[src/rtl/clkd_sio_pkg.sv]
package clkd_sio_pkg;
   typedef enum logic {
      IRQ_DONE  = 1'b0,
      IRQ_EMPTY = 1'b1
   } irq_src_e;
endpackage

[src/rtl/clkd_sio_sync.sv]
module clkd_sio_sync #(
   parameter int WIDTH = 1,
   parameter int STAGES = 2,
   parameter logic [WIDTH-1:0] RST_VAL = '0
) (
   input  logic             clk,
   input  logic             rst_n,
   input  logic [WIDTH-1:0] async_i,
   output logic [WIDTH-1:0] sync_o
);
   generate
      if (STAGES < 2) begin : g_bad_stages
         $error("clkd_sio_sync: STAGES must be at least 2");
      end
   endgenerate

   logic [WIDTH-1:0] chain_q [STAGES];

   generate
      for (genvar s = 0; s < STAGES; s++) begin : g_stage
         always_ff @(posedge clk or negedge rst_n) begin
            if (!rst_n) chain_q[s] <= RST_VAL;
            else if (s == 0) chain_q[s] <= async_i;
            else chain_q[s] <= chain_q[(s > 0) ? s - 1 : 0];
         end
      end
   endgenerate

   assign sync_o = chain_q[STAGES-1];
endmodule

[src/rtl/clkd_sio_tx.sv]
module clkd_sio_tx #(
   parameter int DATA_W = 8,
   parameter int CNT_W = 4
) (
   input  logic              clk,
   input  logic              rst_n,
   input  logic              wr_i,
   input  logic [DATA_W-1:0] wdata_i,
   input  logic              lsb_first_i,
   input  logic              len7_i,
   input  logic              early_i,
   input  logic              launch_i,
   input  logic              done_i,
   input  logic              cnt_zero_i,
   input  logic [CNT_W-1:0]  idx_i,
   output logic              sdo_o,
   output logic              load_o,
   output logic              act_o
);
   localparam int IDX_W = (DATA_W > 1) ? $clog2(DATA_W) : 1;

   logic [DATA_W-1:0] buf_q, word_q, word_src;
   logic              full_q, act_q, sdo_q;

   function automatic logic pick(input logic [DATA_W-1:0] w,
                                 input logic [CNT_W-1:0] i,
                                 input logic lsb, input logic short_len);
      logic [CNT_W-1:0] top, pos;
      top = short_len ? CNT_W'(DATA_W-2) : CNT_W'(DATA_W-1);
      pos = lsb ? i : (top - i);
      return w[pos[IDX_W-1:0]];
   endfunction

   assign load_o   = full_q && (done_i || (!act_q && cnt_zero_i));
   assign word_src = load_o ? buf_q : word_q;

   always_ff @(posedge clk or negedge rst_n) begin
      if (!rst_n) begin
         buf_q  <= '0;
         word_q <= '0;
         full_q <= 1'b0;
         act_q  <= 1'b0;
         sdo_q  <= 1'b1;
      end else begin
         if (wr_i) buf_q <= wdata_i;
         if (wr_i) full_q <= 1'b1;
         else if (load_o) full_q <= 1'b0;
         if (load_o) begin
            word_q <= buf_q;
            act_q  <= 1'b1;
         end else if (done_i) begin
            act_q  <= 1'b0;
         end
         if (launch_i && (act_q || load_o))
            sdo_q <= pick(word_src, idx_i, lsb_first_i, len7_i);
         else if (load_o && early_i)
            sdo_q <= pick(buf_q, '0, lsb_first_i, len7_i);
      end
   end

   assign sdo_o = sdo_q;
   assign act_o = act_q;
endmodule

[src/rtl/clkd_sio_rx.sv]
module clkd_sio_rx #(
   parameter int DATA_W = 8
) (
   input  logic              clk,
   input  logic              rst_n,
   input  logic              smp_i,
   input  logic              d_i,
   input  logic              done_i,
   input  logic              len7_i,
   input  logic              lsb_first_i,
   input  logic              rd_i,
   input  logic              ovr_clr_i,
   output logic [DATA_W-1:0] data_o,
   output logic              valid_o,
   output logic              ovr_o
);
   logic [DATA_W-1:0] sh_q, nx, buf_q;
   logic              valid_q, ovr_q;

   always_comb begin
      if (lsb_first_i) begin
         if (len7_i) nx = {1'b0, d_i, sh_q[DATA_W-2:1]};
         else        nx = {d_i, sh_q[DATA_W-1:1]};
      end else begin
         nx = {sh_q[DATA_W-2:0], d_i};
         if (len7_i) nx[DATA_W-1] = 1'b0;
      end
   end

   always_ff @(posedge clk or negedge rst_n) begin
      if (!rst_n) begin
         sh_q    <= '0;
         buf_q   <= '0;
         valid_q <= 1'b0;
         ovr_q   <= 1'b0;
      end else begin
         if (smp_i) sh_q <= nx;
         if (done_i) begin
            buf_q   <= nx;
            valid_q <= 1'b1;
         end else if (rd_i) begin
            valid_q <= 1'b0;
         end
         if (done_i && valid_q && !rd_i) ovr_q <= 1'b1;
         else if (ovr_clr_i) ovr_q <= 1'b0;
      end
   end

   assign data_o  = buf_q;
   assign valid_o = valid_q;
   assign ovr_o   = ovr_q;
endmodule

[src/rtl/clkd_serial_slave.sv]
module clkd_serial_slave
   import clkd_sio_pkg::*;
#(
   parameter int DATA_W = 8,
   parameter int SYNC_STAGES = 2
) (
   input  logic              clk,
   input  logic              rst_n,
   input  logic              sclk_i,
   input  logic              sdi_i,
   output logic              sdo_o,
   input  logic              cfg_len7,
   input  logic              cfg_lsb_first,
   input  logic              cfg_clk_inv,
   input  logic              cfg_early_phase,
   input  logic              cfg_cont_mode,
   input  logic              tx_wr_i,
   input  logic [DATA_W-1:0] tx_data_i,
   input  logic              rx_rd_i,
   output logic [DATA_W-1:0] rx_data_o,
   output logic              rx_valid_o,
   input  logic              ovr_clr_i,
   output logic              ovr_o,
   output logic              irq_o
);
   localparam int CNT_W = $clog2(DATA_W + 1);
   localparam logic [CNT_W-1:0] LAST_FULL  = CNT_W'(DATA_W - 1);
   localparam logic [CNT_W-1:0] LAST_SHORT = CNT_W'(DATA_W - 2);

   generate
      if (DATA_W < 3) begin : g_bad_width
         $error("clkd_serial_slave: DATA_W must be at least 3");
      end
   endgenerate

   logic             ck_s, d_s, ck_d;
   logic             rise, fall, smp, lnch, launch_ok, char_done, cnt_zero;
   logic [CNT_W-1:0] cnt_q, last;
   logic             tx_load, tx_act, irq_q;
   irq_src_e         irq_src;

   // polarity applied ahead of the synchroniser so a change while idle cannot fake an edge
   clkd_sio_sync #(.WIDTH(2), .STAGES(SYNC_STAGES), .RST_VAL(2'b01)) sync_i (
      .clk(clk), .rst_n(rst_n),
      .async_i({sclk_i ^ cfg_clk_inv, sdi_i}),
      .sync_o({ck_s, d_s})
   );

   always_ff @(posedge clk or negedge rst_n) begin
      if (!rst_n) ck_d <= 1'b0;
      else ck_d <= ck_s;
   end

   assign rise      = ck_s & ~ck_d;
   assign fall      = ~ck_s & ck_d;
   assign smp       = cfg_early_phase ? rise : fall;
   assign lnch      = cfg_early_phase ? fall : rise;
   assign last      = cfg_len7 ? LAST_SHORT : LAST_FULL;
   assign cnt_zero  = (cnt_q == '0);
   assign char_done = smp && (cnt_q == last);
   assign launch_ok = lnch && (!cfg_early_phase || !cnt_zero);

   always_ff @(posedge clk or negedge rst_n) begin
      if (!rst_n) cnt_q <= '0;
      else if (char_done) cnt_q <= '0;
      else if (smp) cnt_q <= cnt_q + 1'b1;
   end

   clkd_sio_tx #(.DATA_W(DATA_W), .CNT_W(CNT_W)) tx_i (
      .clk(clk), .rst_n(rst_n),
      .wr_i(tx_wr_i), .wdata_i(tx_data_i),
      .lsb_first_i(cfg_lsb_first), .len7_i(cfg_len7), .early_i(cfg_early_phase),
      .launch_i(launch_ok), .done_i(char_done), .cnt_zero_i(cnt_zero),
      .idx_i(cnt_q), .sdo_o(sdo_o), .load_o(tx_load), .act_o(tx_act)
   );

   clkd_sio_rx #(.DATA_W(DATA_W)) rx_i (
      .clk(clk), .rst_n(rst_n),
      .smp_i(smp), .d_i(d_s), .done_i(char_done),
      .len7_i(cfg_len7), .lsb_first_i(cfg_lsb_first),
      .rd_i(rx_rd_i), .ovr_clr_i(ovr_clr_i),
      .data_o(rx_data_o), .valid_o(rx_valid_o), .ovr_o(ovr_o)
   );

   assign irq_src = cfg_cont_mode ? IRQ_EMPTY : IRQ_DONE;

   always_ff @(posedge clk or negedge rst_n) begin
      if (!rst_n) irq_q <= 1'b0;
      else irq_q <= (irq_src == IRQ_EMPTY) ? tx_load : char_done;
   end

   assign irq_o = irq_q;
endmodule

[config.mk]
export PLATFORM = sky130hd
export DESIGN_NAME = clkd_serial_slave
export DESIGN_NICKNAME = d
export VERILOG_FILES = /design/src/rtl/clkd_sio_pkg.sv /design/src/rtl/clkd_sio_sync.sv /design/src/rtl/clkd_sio_tx.sv /design/src/rtl/clkd_sio_rx.sv /design/src/rtl/clkd_serial_slave.sv
export SDC_FILE = /design/constraint.sdc
export NUM_CORES = 1
export LEC_CHECK = 0
export BUFFER_PORTS_ARGS = -buffer_cell sky130_fd_sc_hd__buf_2
export CAP_MARGIN = 25
export CORE_ASPECT_RATIO = 1.4
export CORE_UTILIZATION = 36
export CTS_CLUSTER_DIAMETER = 30
export DETAILED_ROUTE_END_ITERATION = 6
export PLACE_DENSITY = 0.63
export SYNTH_ARGS = -nofsm -noshare
export SYNTH_HDL_FRONTEND = slang
export SYNTH_SLANG_ARGS = --single-unit
[constraint.sdc]
create_clock -name clk -period 4 [get_ports clk]
set_clock_uncertainty 0.1 [all_clocks]
set_input_delay 0.2 -clock clk [delete_from_list [all_inputs] [get_ports clk]]
set_output_delay 0.2 -clock clk [all_outputs]
set_load 0.02 [all_outputs]
==> run_results.csv <==
group,metric,value,unit
run_status,status,"complete, no violations",
setup_path,end_kind,"register",
timing,period_share,0.618,
timing,hold_viol_final,0,
die,fp-row-count,33,
setup_path,crit_type,"reg -> reg",
die,ioPinCount,32,
die,dieArea,0.00666,mm²
power,leakage,1.19,nW
synthesis,synth_nets,224,
cts,htree_levels,2,
synthesis,yosys_register_bits,47,
synthesis,postSynthCellCount,200,
timing,tightest_slew,0.663,ns
global_route,grt_use_total,0.144,
drt,routedWlPerCell,14.1,µm
cts,insertion_delay,0.30,ns
synthesis,synth_warnings,0,
die,core,0.00599,mm²
setup_path,cpMaxStageDelayCell,"a21oi_4",
cts,cts_buffers,5,
drt,routed_wl,4.36,mm
setup_path,cp-start-kind,"register",
drt,drc,0,
power,seq_power_share,0.455,
power,combPwrFrac,0.376,
setup_path,r2r_cells,5,
power,ir_drop,210,µV
placed_design,pre_cts_ws,1.53,ns
setup_path,worstPathMaxFanout,17,
synthesis,synth_area_leaders,"dfrtp_1 (48%), mux2_1 (5.4%), a21oi_1 (4.8%), mux2_2 (4.4%), mux2i_1 (4.4%)",
global_route,grt_max_degree,48,
worst_hold_path,hold_class,"in -> reg",
synthesis,avgSynthCellArea,11.4,µm²
setup_path,worstPathArrival,2.55,ns
setup_path,required,4.08,ns
synthesis,syn_area,0.00228,mm²
placed_design,placedCellCount,295,
cts,post_cts.repair.setup_buffers,0,
cts,clock-root-buffer,"clkbuf_8",
global_route,antenna_found_initial,0,
setup_path,critical-path-max-stage-delay,0.49,ns
synthesis,ys_types,45,
placed_design,dp_hpwl,3.16,mm
final_layout,drive_gt1_frac,0.263,
global_route,grt_pass1_wl,7.49,mm
power,intPower,1.05,mW
timing,setup_viol,0,
final_layout,final_common_cell,"dfrtp_1",
global_route,grt_pass1_vias,1566,
setup_path,cp_top_family,"compound AO/OA/AOI/OAI gates",
cts,clk_pin_slew,0.09,ns
synthesis,ys.flop_type,"dfrtp_1",
die,die_h,96.2,µm
global_route,overflow,0,
drt,drt_iter0_markers,70,
timing,rsz0062_at_grt,"false",
timing,min_period,2.47,ns
drt,num_vias,1635,
power,power_switching,628,µW
final_layout,final_cell_mix,"dfrtp_1 (44), buf_2 (31), a21oi_1 (22)",
die,fp.dieW,69.3,µm
final_layout,fin_cells,310,
timing,fmax,405,MHz
power,p_clk_frac,0.169,
placed_design,io_buffers,31,
timing,setup_ws,1.53,ns
timing,hold_slack,0.0285,ns
drt,postRouteAntennaNets,0,
cts,tritoncts,"yes",
synthesis,netlist.area_leader.share,0.483,
setup_path,critical_path_depth,5,
cts,cts.path.max_buffers,2,
setup_path,crit_chain,"ha_1, nand4b_1, a21oi_4, o21ai_4, mux2_1",
timing,slew_violations,0,
synthesis,synth-edff-count,0,
drt,firstDrtPassIters,4,
placed_design,place_congestion,0.843,
final_layout,diodes,0,
timing,timing.slew.headroom,0.557,
power,power.share.switching,0.374,
die,initial_utilization,0.381,
final_layout,nets,263,
synthesis,async_flop_share,1.00,
job,max_cap_viol_count,0,
power,p_per_area,630,mW/mm²
synthesis,seq_area_frac_synth,0.518,
synthesis,synth.largest_area_cell,"dfrtp_1",
worst_hold_path,holdPathStages,2,
cts,cts.sinks,47,
setup_path,path_buf_inv,0,
drt,vias_per_cell,5.27,
timing,finalSetupTns,0,ns
final_layout,area_growth,16.8,%
-- worst paths after layout --
kind	startpoint	end	slack [ns]
max reg2reg	cnt_q[0]	tx_i.word_q[6]	1.53
max	cnt_q[0]	tx_i.word_q[6]	1.53
min	tx_data_i[0]	tx_i.buf_q[0]	0.03
min in group asynchronous	rst_n	cnt_q[1]	0.22
min reg2reg	sync_i.chain_q[2]	sync_i.sync_o[0]	0.26
max in group asynchronous	rst_n	tx_i.sdo_o	3.05
-- power by group through the flow --
| stage | clock network [mW] | registers (mW) | logic [mW] |
|---|---|---|---|
| 6_report | 0.283 | 0.763 | 0.631 |
| 5_1_grt | 0.316 | 0.787 | 0.706 |
| 4_1_cts | 0.296 | 0.764 | 0.633 |
| 3_5_place_dp | 0 | 0.772 | 0.627 |
| 3_3_place_gp | 0 | 0.767 | 0.612 |
| 2_1_floorplan | 0 | 0.796 | 0.425 |
-- layout make-up --
cell class	instances	area [µm²]
clock buffers	5	68.8
clock inverters	3	18.8
fillers	557	3320
inverters	6	22.5
multi-input cells	141	1050
flip-flops and latches	47	1180
well taps	70	87.6
repair buffers	38	235
-- layer usage --
layer | wire length [µm] | share of wire | global-route usage | vias up
met2 | 2100 | 0.48 | 0.235 | 36
met4 | 115 | 0.026 | 0.0748 | 0
met1 | 2000 | 0.46 | 0.180 | 785
li1 | - | - | - | 805
met3 | 136 | 0.031 | 0.0314 | 9
met5 | 0 | 0 | 0 | -
-- Yosys cell counts (2+ instances only) --
| library cell | number |
|---|---|
| buf_2 | 4 |
| a21oi_1 | 22 |
| ha_1 | 4 |
| o21ai_1 | 4 |
| mux4_1 | 2 |
| mux2_2 | 9 |
| nor4_1 | 2 |
| nand4b_1 | 2 |
| mux2_1 | 11 |
| o21ai_0 | 4 |
| dfrtp_1 | 44 |
| inv_1 | 5 |
| nand2b_1 | 4 |
| nor2_1 | 18 |
| clkbuf_1 | 2 |
| nor3_1 | 3 |
| a221oi_2 | 2 |
| mux2i_1 | 10 |
| nand3b_1 | 5 |
| nand2_1 | 14 |
| nand3_1 | 3 |
| dfstp_2 | 3 |
-- cell families (layout without fill, tap and decap cells) --
| logic type | Yosys count | after routing | synth area share |
|---|---|---|---|
| DFF | 47 | 47 | 0.518 |
| AOI/OAI and AO/OA | 44 | 44 | 0.132 |
| buffers and inverters | 12 | 52 | 0.0220 |
| adders and majority gates | 4 | 4 | 0.0220 |
| xor gates and xnor gates | 1 | 1 | 0.00384 |
| and+or+nand+nor | 60 | 60 | 0.137 |
| muxes | 32 | 32 | 0.166 |
-- stage by stage --
step	util	power, mW	cell area [µm²]
6_report	0.445	1.68	2660
5_1_grt	0.445	1.81	2660
4_1_cts	0.440	1.69	2630
3_5_place_dp	0.417	1.40	2490
3_3_place_gp	0.417	1.38	2490
2_1_floorplan	-	1.22	2280
-- registers in the layout (all words and copies together), names as in the netlist --
signal	cells
tx_i.buf_q	8
rx_i.valid_o	1
irq_o	1
tx_i.act_o	1
tx_i.sdo_o	1
tx_i.full_q	1
rx_i.ovr_o	1
rx_i.data_o	8
tx_i.word_q	8
sync_i.chain_q	2
rx_i.sh_q	8
cnt_q	4
ck_d	1
sync_i.sync_o	2
-- repair_timing --
| action | in CTS | in global routing |
|---|---|---|
| hold buffers | 5 | 1 |
| gates resized for setup | 0 | 0 |
| endpoints found under the setup margin | 0 | 0 |
| hold endpoints to repair | 4 | 31 |
(Power assumes the default switching activity.)
